`src/rtl/ssd_pkg.sv`:
```
package ssd_pkg;
  // Phase-shifter tap mask: three XOR taps per output, offset by seed.
  // Coinciding taps cancel (XOR build), matching an XOR gate with a doubled input.
  function automatic logic [63:0] ps_mask(input int w, input int seed, input int j);
    logic [63:0] m;
    m = '0;
    m[(5*j + seed) % w]      = m[(5*j + seed) % w] ^ 1'b1;
    m[(11*j + 3 + seed) % w] = m[(11*j + 3 + seed) % w] ^ 1'b1;
    m[(17*j + 7 + seed) % w] = m[(17*j + 7 + seed) % w] ^ 1'b1;
    return m;
  endfunction
endpackage

```
`src/rtl/ssd_ring_gen.sv`:
```
module ssd_ring_gen #(
  parameter int          STATE_W = 32,
  parameter int          CH      = 2,
  parameter logic [STATE_W-1:0] TAPS = 32'h8020_0003,
  parameter logic [CH*8-1:0]    INJ_POS = {8'd17, 8'd5}
) (
  input  logic               clk,
  input  logic               rst_n,
  input  logic               clr,
  input  logic               shift_en,
  input  logic [CH-1:0]      chan,
  output logic [STATE_W-1:0] state
);
  logic [STATE_W-1:0] adv;
  logic [STATE_W-1:0] state_nx;

  always_comb begin
    adv = {state[STATE_W-2:0], ^(state & TAPS)};
    for (int c = 0; c < CH; c++) begin
      adv[INJ_POS[c*8 +: 8]] = adv[INJ_POS[c*8 +: 8]] ^ chan[c];
    end
  end

  always_comb begin
    state_nx = state;
    if (clr)           state_nx = '0;
    else if (shift_en) state_nx = adv;
  end

  always_ff @(posedge clk or negedge rst_n) begin
    if (!rst_n) state <= '0;
    else        state <= state_nx;
  end

  AST_RING_FROZEN: assert property (@(posedge clk) disable iff (!rst_n)
    (!shift_en && !clr) |=> $stable(state));
  AST_RING_CLEAR: assert property (@(posedge clk) disable iff (!rst_n)
    clr |=> (state == '0));
endmodule

```
`src/rtl/ssd_phase_shifter.sv`:
```
module ssd_phase_shifter #(
  parameter int STATE_W = 32,
  parameter int OUTS    = 8,
  parameter int SEED    = 0
) (
  input  logic [STATE_W-1:0] state,
  output logic [OUTS-1:0]    bits
);
  for (genvar j = 0; j < OUTS; j++) begin : g_out
    localparam logic [63:0] MASK = ssd_pkg::ps_mask(STATE_W, SEED, j);
    assign bits[j] = ^(state & MASK[STATE_W-1:0]);
  end
endmodule

```
`src/rtl/ssd_shadow_ctl.sv`:
```
module ssd_shadow_ctl #(
  parameter int STATE_W   = 32,
  parameter int CH        = 2,
  parameter int BUF_DEPTH = 1
) (
  input  logic               clk,
  input  logic               rst_n,
  input  logic               clr,
  input  logic               shift_en,
  input  logic [CH-1:0]      chan,
  input  logic [STATE_W-1:0] gen_state,
  output logic [STATE_W-1:0] shadow
);
  logic [BUF_DEPTH-1:0][CH-1:0] hist;
  logic [BUF_DEPTH-1:0][CH-1:0] hist_sh;
  logic [BUF_DEPTH-1:0][CH-1:0] hist_nx;
  logic [STATE_W-1:0]           shadow_nx;
  logic                         reload;

  assign hist_sh[0] = chan;
  for (genvar i = 1; i < BUF_DEPTH; i++) begin : g_hist
    assign hist_sh[i] = hist[i-1];
  end

  assign reload = (^chan) ^ (^hist);

  always_comb begin
    hist_nx   = hist;
    shadow_nx = shadow;
    if (clr) begin
      hist_nx   = '0;
      shadow_nx = '0;
    end else if (shift_en) begin
      hist_nx = hist_sh;
      if (reload) shadow_nx = gen_state;
    end
  end

  always_ff @(posedge clk or negedge rst_n) begin
    if (!rst_n) begin
      hist   <= '0;
      shadow <= '0;
    end else begin
      hist   <= hist_nx;
      shadow <= shadow_nx;
    end
  end

  AST_SHADOW_LOAD: assert property (@(posedge clk) disable iff (!rst_n)
    (shift_en && !clr && reload) |=> (shadow == $past(gen_state)));
  AST_SHADOW_HOLD: assert property (@(posedge clk) disable iff (!rst_n)
    (shift_en && !clr && !reload) |=> $stable(shadow));
  AST_SHADOW_FROZEN: assert property (@(posedge clk) disable iff (!rst_n)
    (!shift_en && !clr) |=> ($stable(shadow) && $stable(hist)));
  AST_SHADOW_CLEAR: assert property (@(posedge clk) disable iff (!rst_n)
    clr |=> (shadow == '0 && hist == '0));
endmodule

```
`src/rtl/shadow_select_decomp.sv`:
```
module shadow_select_decomp #(
  parameter int STATE_W   = 32,
  parameter int CH        = 2,
  parameter int CHAINS    = 8,
  parameter int BUF_DEPTH = 1,
  parameter int SEL_SEED  = 13,
  parameter logic [STATE_W-1:0] TAPS    = 32'h8020_0003,
  parameter logic [CH*8-1:0]    INJ_POS = {8'd17, 8'd5}
) (
  input  logic              clk,
  input  logic              rst_n,
  input  logic              clr,
  input  logic              shift_en,
  input  logic [CH-1:0]     chan_in,
  input  logic [CHAINS-1:0] incr_in,
  output logic [CHAINS-1:0] parent_out,
  output logic [CHAINS-1:0] sel_out,
  output logic [CHAINS-1:0] scan_out
);
  logic [STATE_W-1:0] gen_state;
  logic [STATE_W-1:0] shadow;

  ssd_ring_gen #(.STATE_W(STATE_W), .CH(CH), .TAPS(TAPS), .INJ_POS(INJ_POS)) u_ring (
    .clk(clk), .rst_n(rst_n), .clr(clr), .shift_en(shift_en),
    .chan(chan_in), .state(gen_state)
  );

  ssd_shadow_ctl #(.STATE_W(STATE_W), .CH(CH), .BUF_DEPTH(BUF_DEPTH)) u_shadow (
    .clk(clk), .rst_n(rst_n), .clr(clr), .shift_en(shift_en),
    .chan(chan_in), .gen_state(gen_state), .shadow(shadow)
  );

  ssd_phase_shifter #(.STATE_W(STATE_W), .OUTS(CHAINS), .SEED(0)) u_ps_parent (
    .state(gen_state), .bits(parent_out)
  );

  ssd_phase_shifter #(.STATE_W(STATE_W), .OUTS(CHAINS), .SEED(SEL_SEED)) u_ps_sel (
    .state(shadow), .bits(sel_out)
  );

  for (genvar j = 0; j < CHAINS; j++) begin : g_mux
    assign scan_out[j] = sel_out[j] ? incr_in[j] : parent_out[j];
  end

  AST_SEL_FROZEN: assert property (@(posedge clk) disable iff (!rst_n)
    (!shift_en && !clr) |=> ($stable(sel_out) && $stable(parent_out)));
  AST_CLEAR_OUT: assert property (@(posedge clk) disable iff (!rst_n)
    clr |=> (sel_out == '0 && parent_out == '0));
endmodule

```
`config.mk`:
```
export PLATFORM = sky130hd
export DESIGN_NAME = shadow_select_decomp
export DESIGN_NICKNAME = d
export VERILOG_FILES = /design/src/rtl/ssd_pkg.sv /design/src/rtl/ssd_ring_gen.sv /design/src/rtl/ssd_phase_shifter.sv /design/src/rtl/ssd_shadow_ctl.sv /design/src/rtl/shadow_select_decomp.sv
export SDC_FILE = /design/constraint.sdc
export NUM_CORES = 1
export LEC_CHECK = 0
export ABC_AREA = 1
export BUFFER_PORTS_ARGS = -buffer_cell sky130_fd_sc_hd__buf_2
export CAP_MARGIN = 20
export CORE_MARGIN = 1.5
export CORE_UTILIZATION = 50
export CTS_CLUSTER_DIAMETER = 80
export DETAILED_ROUTE_END_ITERATION = 10
export PLACE_DENSITY_LB_ADDON = 0.25
export SETUP_SLACK_MARGIN = 0.3
export SLEW_MARGIN = 30
export SYNTH_ARGS = -nofsm -noshare
export SYNTH_HDL_FRONTEND = slang
export SYNTH_SLANG_ARGS = --single-unit
```
`constraint.sdc`:
```
create_clock -name clk -period 1.3 [get_ports clk]
set_input_delay 0.26 -clock clk [delete_from_list [all_inputs] [get_ports clk]]
set_output_delay 0.26 -clock clk [all_outputs]
set_load 0.01 [all_outputs]
```
---- After elaboration in Yosys (flattened, before gate mapping) ----
Cells that the tools add are included.
W data, S select, Z words.
storage, ports and cells
  output and inout bits ................... 24
  word-level logic and storage cells ...... 43
  bits in registers ....................... 64
cells by class
  reductions and logical operators ........ 22
  bitwise gates (word level) .............. 3
  muxes and demuxes ....................... 15
operators by type and width
  kind                number
  $reduce_xor A32 Y1  17
  $mux W30            3
  $mux W32            2
  $mux W1             8
  $mux W2             2
  $reduce_bool A2 Y1  2
  $reduce_xor A2 Y1   2
  $xor A1 B1 Y1       3
  $reduce_and A2 Y1   1

---- Longest topological paths before layout ----
Gate-level depths: netlist (run 1).
  depth in word-level cells ............... 5
  mapped depth ............................ 9
  gate-level depth less buffers ........... 8

---- By module ----
A second synthesis (run 1) with hierarchy kept.
second synthesis, totals
  cells, all modules ...................... 465
  area, all modules ....................... 3608.5 µm²
modules (own cells, without submodules)
  module                area each (µm²)  times used  seq. area each (µm²)  cells an instance
  ssd_shadow_ctl        1685.4           1           850.8                 175
  ssd_ring_gen          1287.5           1           800.8                 126
  ssd_phase_shifter     257.7            2           0.0                   66
  shadow_select_decomp  120.1            1           0.0                   32

---- Least setup slack after synthesis (run 1) ----
OpenSTA, ideal clock, no wires.
  path type ............................... register to output
  start point ............................. register u_shadow.shadow[28]
  end point ............................... output scan_out[3]
  stages on the path, launching flop included .. 5
  buffers on the path ..................... 0
  arrival time ............................ 1.131 ns
  setup slack ............................. -0.091 ns
  cells stage by stage .................... dfrtp_1 -> xor2_1 -> xor2_1 -> nand2_1 -> nand2_1
on the way
  longest elaborated chain between the ends .. 2
RTL lines
  element                 RTL line                    text
  from (decl)             ssd_shadow_ctl.sv:12        output logic [STATE_W-1:0] shadow
  from (signal assigned)  ssd_shadow_ctl.sv:45        shadow <= shadow_nx;
  $reduce_xor A32 Y1      ssd_phase_shifter.sv:11     assign bits[j] = ^(state & MASK[STATE_W-1:0]);
  named net sel_out[3]    shadow_select_decomp.sv:17  output logic [CHAINS-1:0] sel_out,
  $mux W1                 shadow_select_decomp.sv:42  assign scan_out[j] = sel_out[j] ? incr_in[j] : parent_out[j];
  to (decl)               shadow_select_decomp.sv:18  output logic [CHAINS-1:0] scan_out
The timed path passes the listed nets, and every way through them passes these cells.

---- Worst setup path after layout (run 1) ----
  start point ............................. register u_ring.state[5]
  end point ............................... output scan_out[1]
on the way
  longest elaborated chain between the ends .. 2
RTL lines
  element                 RTL line                    text
  from (decl)             ssd_ring_gen.sv:12          output logic [STATE_W-1:0] state
  from (signal assigned)  ssd_ring_gen.sv:32          else state <= state_nx;
  $reduce_xor A32 Y1      ssd_phase_shifter.sv:11
  $mux W1                 shadow_select_decomp.sv:42
Every way passes these cells.

==> results of run 1 <==
## registers in the layout, indices dropped and copies added (netlist names)
register and flops:
u_ring.state 32, u_shadow.hist 2, u_shadow.shadow 18
## layer usage
layer  vias up  routed length [microns]  part of all wire, %  GRT usage [%]
met5         -                        0                    0              0
met3        15                      427                  6.3          5.355
met1      1101                     2777                   41          33.72
li1       1076                        -                    -              -
met2        91                     3463                   51          42.66
met4         0                      113                  1.7          9.091
## layout make-up
type                            count  area [sq um]
Tap cell                           67         83.83
Clock inverter                      3         42.54
Fill cell                         288          1086
Timing Repair Buffer               80         620.6
Multi-Input combinational cell    193          1494
Clock buffer                        5         68.82
Inverter                           36         140.1
Sequential cell                    52          1313
## worst max-delay path, cell delays in order, from the launching register on
cell and delay [ns]:
dfrtp_2 0.47, xnor2_2 0.21, xor2_2 0.20, nand2_1 0.07, nand2_1 0.05, buf_2 0.12
## cells by family (layout without fill, tap and decap cells)
logic type	Yosys count	after routing	synth area share, %
XOR/XNOR	44	44	15.02
AND/OR/NAND/NOR	112	115	18.82
flip-flops	52	52	50.71
AO/OA/AOI/OAI	34	34	7.850
buffers and inverters	47	124	7.606
## worst max-delay path by stage
stage | startpoint | endpoint | slack, ns | depth (start not counted)
after CTS | u_ring.state[5] | scan_out[6] | -0.43 | 5
after global routing | u_ring.state[5] | scan_out[1] | -0.50 | 5
final | u_ring.state[5] | scan_out[1] | -0.41 | 5
after global placement | u_ring.state[5] | scan_out[6] | -0.11 | 5
after detailed placement | u_ring.state[5] | scan_out[6] | -0.12 | 5
after floorplan | u_ring.state[5] | scan_out[6] | -0.01 | 4
## synthesized netlist by cell type
cell type | n | area (sq um)
nand4_1 | 15 | 93.84
dfrtp_1 | 52 | 1301
nand2_4 | 1 | 11.26
buf_6 | 1 | 11.26
o21ai_0 | 9 | 45.04
o22ai_1 | 25 | 156.4
nor2_2 | 1 | 6.260
nand2_2 | 1 | 6.260
nand2_1 | 82 | 307.8
inv_2 | 2 | 7.510
xnor2_1 | 19 | 166.4
clkbuf_1 | 3 | 11.26
nand3_1 | 5 | 25.02
buf_4 | 1 | 7.510
xor2_1 | 25 | 219.0
nand3_2 | 1 | 10.01
nor2_1 | 6 | 22.52
inv_1 | 34 | 127.6
buf_2 | 6 | 30.03
## power breakdown
group	switching [mW]	internal [mW]	total [mW]	leakage, nW
Clock	0.551	0.570	1.12	0.0541
Sequential	0.0180	1.63	1.65	0.708
Combinational	0.287	0.212	0.500	1.06
Total	0.856	2.41	3.27	1.83
## timing repair
item | CTS | global route
pin swaps | 33 | 25
gates cloned | 4 | 0
setup endpoints to repair | 43 | 43
hold endpoints to repair | 52 | 0
hold buffers | 1 | 0
resized for setup | 37 | 29
setup buffers | 9 | 6
## metrics by stage
stage / std cells / setup TNS (ns)
floorplan: 289 / -0.01921
global placement: 408 / -0.2137
detailed placement: 408 / -0.2938
CTS: 430 / -7.014
global route: 436 / -9.589
finish: 436 / -6.777
==> key figures, run 1 <==
Critical path
  – Crit start category: flip-flop
  – WP data required: between 1 and 1.5 ns
  – CP Max Fanout: 3
  – Worst R2R Setup Slack: -0.01 ns
  – Critical path arrival: 1.45 ns
  – Worst reg2reg path depth: 9
  – Setup Crit Path Kind: reg2out
  – Worst R2R End: u_shadow.shadow[18]
  – Worst r2r src: u_shadow.hist[1]
  – Worst Setup End Kind: primary output

Place
  – Final HPWL DP: 4108 microns
  – Dpl ws: -0.1154 ns
  – Post-placement cell area: approximately 3200 sq um
  – GPL Wtd Cong: about 0.85
  – Port bufs: 37

Clock network
  – Clock transition at the registers of the reported paths: about 0.10 ns
  – Worst-skew pair later-pin latency: between 0.3 and 0.4 ns
  – H-tree Lvls: 2
  – CTS max path bufs: 2
  – Total CTS buffers: 5
  – TritonCTS clock tree: done
  – Root buffer cell: clkbuf_8
  – Clk sink count: 52

Floorplanning
  – Initial Util: between 50% and 60%
  – I/O pins: 38
  – Rows: 25
  – DIE HEIGHT: around 75 microns
  – Core ar.: approximately 4800 sq um
  – Die area: ~5600 sq um
  – Die span in x: ~75 microns

Timing
  – FMAX: roughly 580 MHz
  – Slew Limit Fails: 0
  – RSZ-0062 raised after global routing: yes
  – Worst slew pin tran: between 0.3 and 0.4 ns
  – Hold slack final: roughly 0.26 ns
  – Final critical-path required period: about 1.7 ns
  – Post-Route Skew: between 0.01 and 0.015 ns
  – Slew HR: between 70% and 80%
  – Final period util: 131.8%
  – Final Hold Violating Endpoints: 0
  – Setup WS post-layout: -0.4133 ns
  – # setup viols final: 28

Logic synthesis
  – Synthesized area: about 2600 sq um
  – Synthesized net count: between 300 and 400
  – Synth unique cells: 19
  – Synth Warn #: 0
  – Mean cell area of the mapped netlist: between 8 and 9 sq um
  – Syn Inst Count: 289
  – Yosys reg bits: between 50 and 60
  – Seq/Total Area, Yosys: 50.71%

Drt
  – Via count: roughly 2300
  – Drt via density: 5.236
  – Post-Route WL: slightly below 7000 microns
  – Wire per inst: 15.55 microns
  – DRT Pass-1 Iters: 4
  – DRT antenna net count: 0
  – Initial DRC count: 252
  – DRC: 0

Power
  – Total power: roughly 3.3 mW
  – P_leak: 1.826 nW
  – Cell Pwr Density: approximately 870 nW/um^2
  – Max VDD drop: between 0.7 and 0.8 mV

Job
  – Max Cap Viol: 0

Layout
  – Post-layout nets: between 300 and 400
  – Area delta synth->final: 46.61%
  – Most common cell after layout, fill and taps aside: nand2_1
  – Design Area, Final: around 3800 sq um
  – ANT cells: 0
  – Fin util: between 70 and 80%
  – Share of cells above drive strength 1: approximately 44%
  – Most frequent cells in the layout: nand2_1 (55), dfrtp_1 (43), buf_2 (35), buf_4 (32), inv_1 (31)

Hold path
  – Hold Path Origin: chan_in[1]
  – Hold Path End: u_shadow.hist[1]
  – Hold Path Depth: 3
  – Hold Crit Class: in2reg

Global routing
  – Pin count of the biggest net entering global routing: 53
  – GRT Resource Usage Total: 25.68%
  – Grt ovf: 0
  – Antenna violations before repair: 0
  – First-pass GRT wire length: slightly above 10000 microns
  – Vias in the first global route: around 2100

Outcome
  – Status: complete, but fails checks
  – Failing checks: setup timing
Power figures use the tool's default switching activity.
==> inputs of run 2 (changes only) <==
--- a/config.mk
+++ b/config.mk
@@ -13,6 +13,7 @@
 export CTS_CLUSTER_DIAMETER = 80
 export DETAILED_ROUTE_END_ITERATION = 10
 export PLACE_DENSITY_LB_ADDON = 0.25
+export REMOVE_ABC_BUFFERS = 1
 export SETUP_SLACK_MARGIN = 0.3
 export SLEW_MARGIN = 30
 export SYNTH_ARGS = -nofsm -noshare
==> constraint.sdc (replaced) <==
create_clock -name clk -period 1.9 [get_ports clk]
set_input_delay 0.38 -clock clk [delete_from_list [all_inputs] [get_ports clk]]
set_output_delay 0.38 -clock clk [all_outputs]
set_load 0.01 [all_outputs]
==> run 2 against run 1 <==
Against the previous run: the flow now finishes without violations; clock-buffer cell count increased by 1; core utilization decreased by 11 points; worst setup slack improved by 0.48 ns; via count decreased by 7.0%; sequential share of layout area increased by 5.5 points.
==> key figures, run 2 (synthesis gave the netlist of run 1 again) <==
Timing
  – Post-Route Skew: 0.005749 ns (-0.007652 ns)
  – Final period util: 96.40%
  – FMAX: approximately 550 MHz
  – Final Hold Violating Endpoints: 0 (unchanged)
  – Setup TNS: 0 ns (+6.777 ns)
  – Hold slack final: 0.3814 ns (+0.1217 ns)
  – Worst slew pin tran: 0.5181 ns (+0.2035 ns)
  – Final critical-path required period: between 1.5 and 2 ns
  – Slew HR: 65.34% (-14 points)
  – RSZ-0062 raised after global routing: yes
  – Setup WS post-layout: 0.06836 ns (+0.4816 ns)
  – # setup viols final: 0 (-100%)
  – Slew Limit Fails: 0 (unchanged)

Layout
  – Reg with most FFs: u_ring.state
  – Area delta synth->final: 26.43%
  – Max reg flops: 32 (unchanged)
  – Most common cell after layout, fill and taps aside: nand2_1
  – Design Area, Final: 3244 sq um (-14%)
  – Regs by FF count: u_ring.state (32), u_shadow.shadow (18), u_shadow.hist (2)
  – ANT cells: 0 (unchanged)
  – Post-layout nets: 360 (-5.8%)
  – Most frequent cells in the layout: nand2_1 (82), dfrtp_1 (44), buf_2 (36), inv_1 (33), o22ai_1 (25)
  – # fillers: 385 (+34%)
  – Share of cells above drive strength 1: 29.39% (-15 points)

Floorplanning
  – I/O pins: 38 (unchanged)
  – Initial Util: 52.93% (unchanged)
  – Die area: 5571 sq um (unchanged)
  – Core ar.: 4848 sq um (unchanged)
  – DIE HEIGHT: 74.64 microns (unchanged)
  – Die span in x: 74.64 microns (unchanged)
  – Rows: 25 (unchanged)

Critical path
  – CP top delay family: flip-flops
  – Crit-path most repeated cell: nand2_1
  – WP data required: 1.52 ns (+0.48 ns)
  – Worst Setup End Kind: primary output
  – CP Max Fanout: 3 (unchanged)
  – Setup Crit Path Kind: reg2out
  – Crit path buffers/inverters: 1 (unchanged)
  – Crit-path cells: xnor2_2 -> xor2_2 -> nand2_1 -> nand2_1 -> buf_2
  – Critical path arrival: 1.45 ns (about the same)
  – Crit-path slowest cell: dfrtp_2
  – Crit path largest cell delay: 0.48 ns (about the same)
  – Crit start category: flip-flop

Place
  – Final HPWL DP: 4014 microns (-2.3%)
  – Post-placement cell area: 2840 sq um (-10%)
  – Port bufs: 37 (unchanged)
  – Dpl ws: 0.2782 ns (+0.3936 ns)
  – GPL Wtd Cong: 0.8286 (-2.1%)

Outcome
  – Status: finished clean

Drt
  – DRT Pass-1 Iters: 4 (unchanged)
  – Post-Route WL: 5949 microns (-12%)
  – DRC: 0 (unchanged)
  – Initial DRC count: 157 (-38%)
  – DRT antenna net count: 0 (unchanged)
  – Wire per inst: 14.37 microns (-7.6%)
  – Drt via density: 5.128 (-2.1%)
  – Via count: 2123 (-7.0%)

Power
  – Clock share of power: 32.8% (-1.5 points)
  – Switching share of power: 25.41% (-0.78 points)
  – Seq pwr share: 57.0% (+6.6 points)
  – Int Power: 1.474 mW (-39%)
  – Cell Pwr Density: 609.0 nW/um^2 (-30%)
  – Max VDD drop: 0.5055 mV (-31%)
  – P_leak: 1.626 nW (-11%)
  – Switching power: 502.0 uW (-41%)
  – Combinational power share: 10.2% (-5.1 points)

Clock network
  – Worst-skew pair later-pin latency: 0.30 ns (-0.02 ns)
  – Clk sink count: 52 (unchanged)
  – Clock transition at the registers of the reported paths: 0.09 ns (about the same)
  – TritonCTS clock tree: done
  – Root buffer cell: clkbuf_8
  – H-tree Lvls: 2 (unchanged)
  – Total CTS buffers: 5 (unchanged)
  – CTS max path bufs: 2 (unchanged)

Global routing
  – Antenna violations before repair: 0 (unchanged)
  – GRT Resource Usage Total: 22.81% (-2.9 points)
  – Vias in the first global route: 2035 (-2.1%)
  – Grt ovf: 0 (unchanged)
  – Pin count of the biggest net entering global routing: 38 (-28%)
  – First-pass GRT wire length: 9480 microns (-8.6%)

Job
  – Max Cap Viol: 0 (unchanged)

Hold path
  – Hold Crit Class: in2reg
==> run 2: cell types whose count changed in the layout (fill, tap and decap cells not counted), moves of 2 or more <==
cell | before | now
buf_12 | 5 | 1
buf_4 | 32 | 22
buf_6 | 6 | 1
inv_1 | 31 | 33
inv_4 | 2 | 0
nand2_1 | 55 | 82
nand2_2 | 23 | 1
nand2_4 | 5 | 1
nand2_8 | 4 | 0
xor2_1 | 9 | 16
xor2_2 | 14 | 9
xor2_4 | 2 | 0
==> run 2: area by class of cell <==
type | instances | area, sq um | share of cell area, %
clock buffers | 6 | 82.58 | 2.545
clock inverters | 2 | 10.01 | 0.3085
inverters | 36 | 135.1 | 4.165
multi-input cells | 190 | 1235 | 38.06
flip-flops and latches | 52 | 1311 | 40.42
well taps | 67 | 83.83 | 2.584
repair buffers | 61 | 386.6 | 11.92
==> run 2: repair_timing <==
action	4_1_cts	5_1_grt
resized for setup	19	12
endpoints found under the setup margin	24	24
hold buffers	1	0
pin swaps	37	34
endpoints found under the hold margin	13	0
buffers inserted	11	5
==> run 2: through the flow <==
| step | total power [mW] | std cells | utilization (%) |
|---|---|---|---|
| 6_report | 1.976 | 414 | 66.92 |
| 5_1_grt | 2.046 | 414 | 66.92 |
| 4_1_cts | 1.976 | 409 | 64.57 |
| 3_5_place_dp | 1.340 | 389 | 58.58 |
| 3_3_place_gp | 1.335 | 389 | 58.58 |
| 2_1_floorplan | 1.238 | 278 | - |
==> run 2: final timing paths <==
| kind | from | to | slack, ns | depth (start not counted) |
|---|---|---|---|---|
| max | u_ring.state[15] | scan_out[4] | 0.07 | 5 |
| min | chan_in[1] | u_shadow.hist[1] | 0.38 | 3 |
| max reg2reg | u_ring.state[0] | u_ring.state[0] | 0.60 | 6 |
| min reg2reg | u_shadow.shadow[17] | u_shadow.shadow[17] | 0.53 | 2 |
| max in group asynchronous | rst_n | u_ring.state[26] | 0.83 | 3 |
| min in group asynchronous | rst_n | u_shadow.shadow[26] | 0.53 | 2 |
==> run 2: worst register-to-register path, stage by stage (launching register included) <==
cell	delay [ns]
dfrtp_1	0.41
buf_4	0.14
buf_4	0.14
xnor2_1	0.21
nand2_1	0.08
nand3_1	0.08
o21ai_0	0.11
==> run 2: routing by layer <==
layer	share of wire, %	global-route usage, %
met1	42	31.07
met2	52	37.20
met3	4.5	4.418
met4	1.9	7.273
met5	0	0
==> run 2: power groups by stage <==
stage                     clock (mW)  combinational [mW]  sequential, mW
after floorplan                    0              0.0936            1.14
after global placement             0               0.190            1.15
after detailed placement           0               0.194            1.15
after CTS                      0.653               0.199            1.12
after global routing           0.694               0.225            1.13
final                          0.648               0.202            1.13
==> inputs of run 3 (changes only) <==
==> constraint.sdc (replaced) <==
create_clock -name clk -period 1.75 [get_ports clk]
set_input_delay 0.35 -clock clk [delete_from_list [all_inputs] [get_ports clk]]
set_output_delay 0.35 -clock clk [all_outputs]
set_load 0.01 [all_outputs]
==> run 3 against run 2 <==
Against the previous run: the run now ends with setup timing left; worst setup slack worse by 0.095 ns; via count is 0.99% lower; register-to-register slack worse by 0.12 ns; core utilization is 0.80 points lower; routed wire length is 3.2% lower; largest cell class unchanged; largest power group unchanged.
==> key figures, run 3 (synthesis gave the netlist of run 1 again) <==
Layout
  – Post-layout nets: 361 (+0.28%)
  – Share of cells above drive strength 1: 29.11% (-0.29 points)
  – ANT cells: 0 (unchanged)
  – Max reg flops: 32 (unchanged)
  – Most frequent cells in the layout: nand2_1 (82), dfrtp_1 (43), buf_2 (36), inv_1 (34), o22ai_1 (25)
  – Most common cell after layout, fill and taps aside: nand2_1
  – Area delta synth->final: 24.91%
  – Fin cells: 414 (unchanged)
  – Design Area, Final: 3206 sq um (-1.2%)
  – Regs by FF count: u_ring.state (32), u_shadow.shadow (18), u_shadow.hist (2)
  – Reg with most FFs: u_ring.state

Timing
  – Final critical-path required period: around 1.8 ns
  – Slew Limit Fails: 0 (unchanged)
  – Post-Route Skew: 0.009114 ns (+0.003365 ns)
  – Slew HR: 66.29% (+0.96 points)
  – Final period util: 101.5%
  – Setup WS post-layout: -0.02647 ns (-0.09482 ns)
  – # setup viols final: 2 (+2)
  – FMAX: roughly 560 MHz
  – Final Hold Violating Endpoints: 0 (unchanged)
  – Hold slack final: 0.008409 ns (-0.3730 ns)
  – Worst slew pin tran: 0.5038 ns (-0.01428 ns)
  – RSZ-0062 raised after global routing: yes

Global routing
  – Vias in the first global route: 1939 (-4.7%)
  – First-pass GRT wire length: 9197 microns (-3.0%)
  – Antenna violations before repair: 0 (unchanged)
  – Grt ovf: 0 (unchanged)
  – Pin count of the biggest net entering global routing: 53 (+39%)
  – GRT Resource Usage Total: 22.67% (-0.14 points)

Clock network
  – CTS max path bufs: 2 (unchanged)
  – Hold buffers post-CTS: 0 (-1)
  – Worst-skew pair later-pin latency: 0.31 ns (about the same)
  – TritonCTS clock tree: done
  – Clock transition at the registers of the reported paths: 0.09 ns (about the same)
  – Clk sink count: 52 (unchanged)
  – Total CTS buffers: 5 (unchanged)
  – Root buffer cell: clkbuf_8
  – H-tree Lvls: 2 (unchanged)

Critical path
  – WP data required: 1.40 ns (-0.12 ns)
  – Critical path arrival: 1.43 ns (-0.02 ns)
  – CP Max Fanout: 2 (-1)
  – Worst R2R Setup Slack: 0.48 ns (-0.12 ns)
  – Setup Crit Path Kind: reg2out
  – Worst Setup End Kind: primary output
  – Crit start category: flip-flop

Drt
  – Drt via density: 5.077 (-0.99%)
  – DRT Pass-1 Iters: 4 (unchanged)
  – Initial DRC count: 178 (+13%)
  – DRT antenna net count: 0 (unchanged)
  – DRC: 0 (unchanged)
  – Wire per inst: 13.92 microns (-3.2%)
  – Post-Route WL: 5761 microns (-3.2%)
  – Via count: 2102 (-0.99%)

Power
  – Max VDD drop: 0.5190 mV (+2.7%)
  – P_leak: 1.614 nW (-0.77%)
  – Cell Pwr Density: 650.8 nW/um^2 (+6.9%)

Place
  – Post-placement cell area: 2840 sq um (unchanged)
  – GPL Wtd Cong: 0.8368 (+0.99%)
  – Dpl cells: 389 (unchanged)
  – Dpl ws: 0.1903 ns (-0.08790 ns)
  – Port bufs: 37 (unchanged)
  – Final HPWL DP: 3837 microns (-4.4%)

Floorplanning
  – Initial Util: 52.93% (unchanged)
  – Die span in x: 74.64 microns (unchanged)
  – I/O pins: 38 (unchanged)
  – Core ar.: 4848 sq um (unchanged)
  – Die area: 5571 sq um (unchanged)
  – Rows: 25 (unchanged)
  – DIE HEIGHT: 74.64 microns (unchanged)

Outcome
  – Status: complete, but fails checks
  – Failing checks: setup timing

Hold path
  – Hold Crit Class: in2async

Job
  – Max Cap Viol: 0 (unchanged)
==> run 3: changes by cell type in the layout (fill, tap and decap cells not counted), moves of 2 or more <==
cell and change:
xor2_2 -2, buf_4 +2, xnor2_4 -2, xnor2_2 +3, xor2_1 +2
==> run 3: stage by stage <==
step | util, % | TNS [ns] | total power [mW]
finish | 66.12 | -0.03096 | 2.086
floorplan | - | 0 | 1.344
global placement | 58.58 | 0 | 1.453
global route | 66.12 | -0.7869 | 2.163
CTS | 64.52 | -0.04577 | 2.101
detailed placement | 58.58 | 0 | 1.457
==> run 3: worst max-delay path, stage by stage, from the launching register on <==
cell	delay, ns
dfrtp_1	0.42
xor2_2	0.25
xor2_1	0.20
nand2_1	0.07
nand2_1	0.06
buf_2	0.12
==> run 3: repair_timing <==
action                     in CTS  in global routing
buffers inserted               12                  6
setup endpoints to repair      24                 24
pin swaps                      37                 20
hold endpoints to repair        0                  0
resized for setup              21                  7
==> run 3: where the power goes <==
part / internal [mW] / total (mW) / switching (mW)
Clock: 0.273 / 0.645 / 0.373
Combinational: 0.0722 / 0.220 / 0.148
Sequential: 1.21 / 1.22 / 0.00945
Total: 1.56 / 2.09 / 0.530
==> run 3: worst paths after layout <==
path / from / endpoint / cells after the start
min in group clk: chan_in[1] / u_shadow.hist[1] / 3
worst max-delay path: u_shadow.shadow[5] / scan_out[1] / 5
worst min register to register: u_ring.state[22] / u_ring.state[22] / 2
worst max register to register: u_shadow.hist[0] / u_shadow.shadow[18] / 8
worst min-delay path: rst_n / u_shadow.shadow[27] / 2
max in group asynchronous: rst_n / u_shadow.shadow[16] / 2
==> run 3: metal layers <==
| layer | part of all wire [%] | up-vias | global-route usage (%) |
|---|---|---|---|
| met2 | 51 | 47 | 37.80 |
| li1 | - | 1032 | - |
| met3 | 4.0 | 6 | 3.213 |
| met5 | 0 | - | 0 |
| met4 | 1.1 | 0 | 8.283 |
| met1 | 44 | 1017 | 30.59 |
==> run 3: cell type report <==
class,instances,area [sq um]
Clock buffer,6,72.57
Clock inverter,1,5.005
Fill cell,390,1643
Inverter,36,135.1
Multi-Input combinational cell,190,1205
Sequential cell,52,1313
Tap cell,67,83.83
Timing Repair Buffer,62,391.6
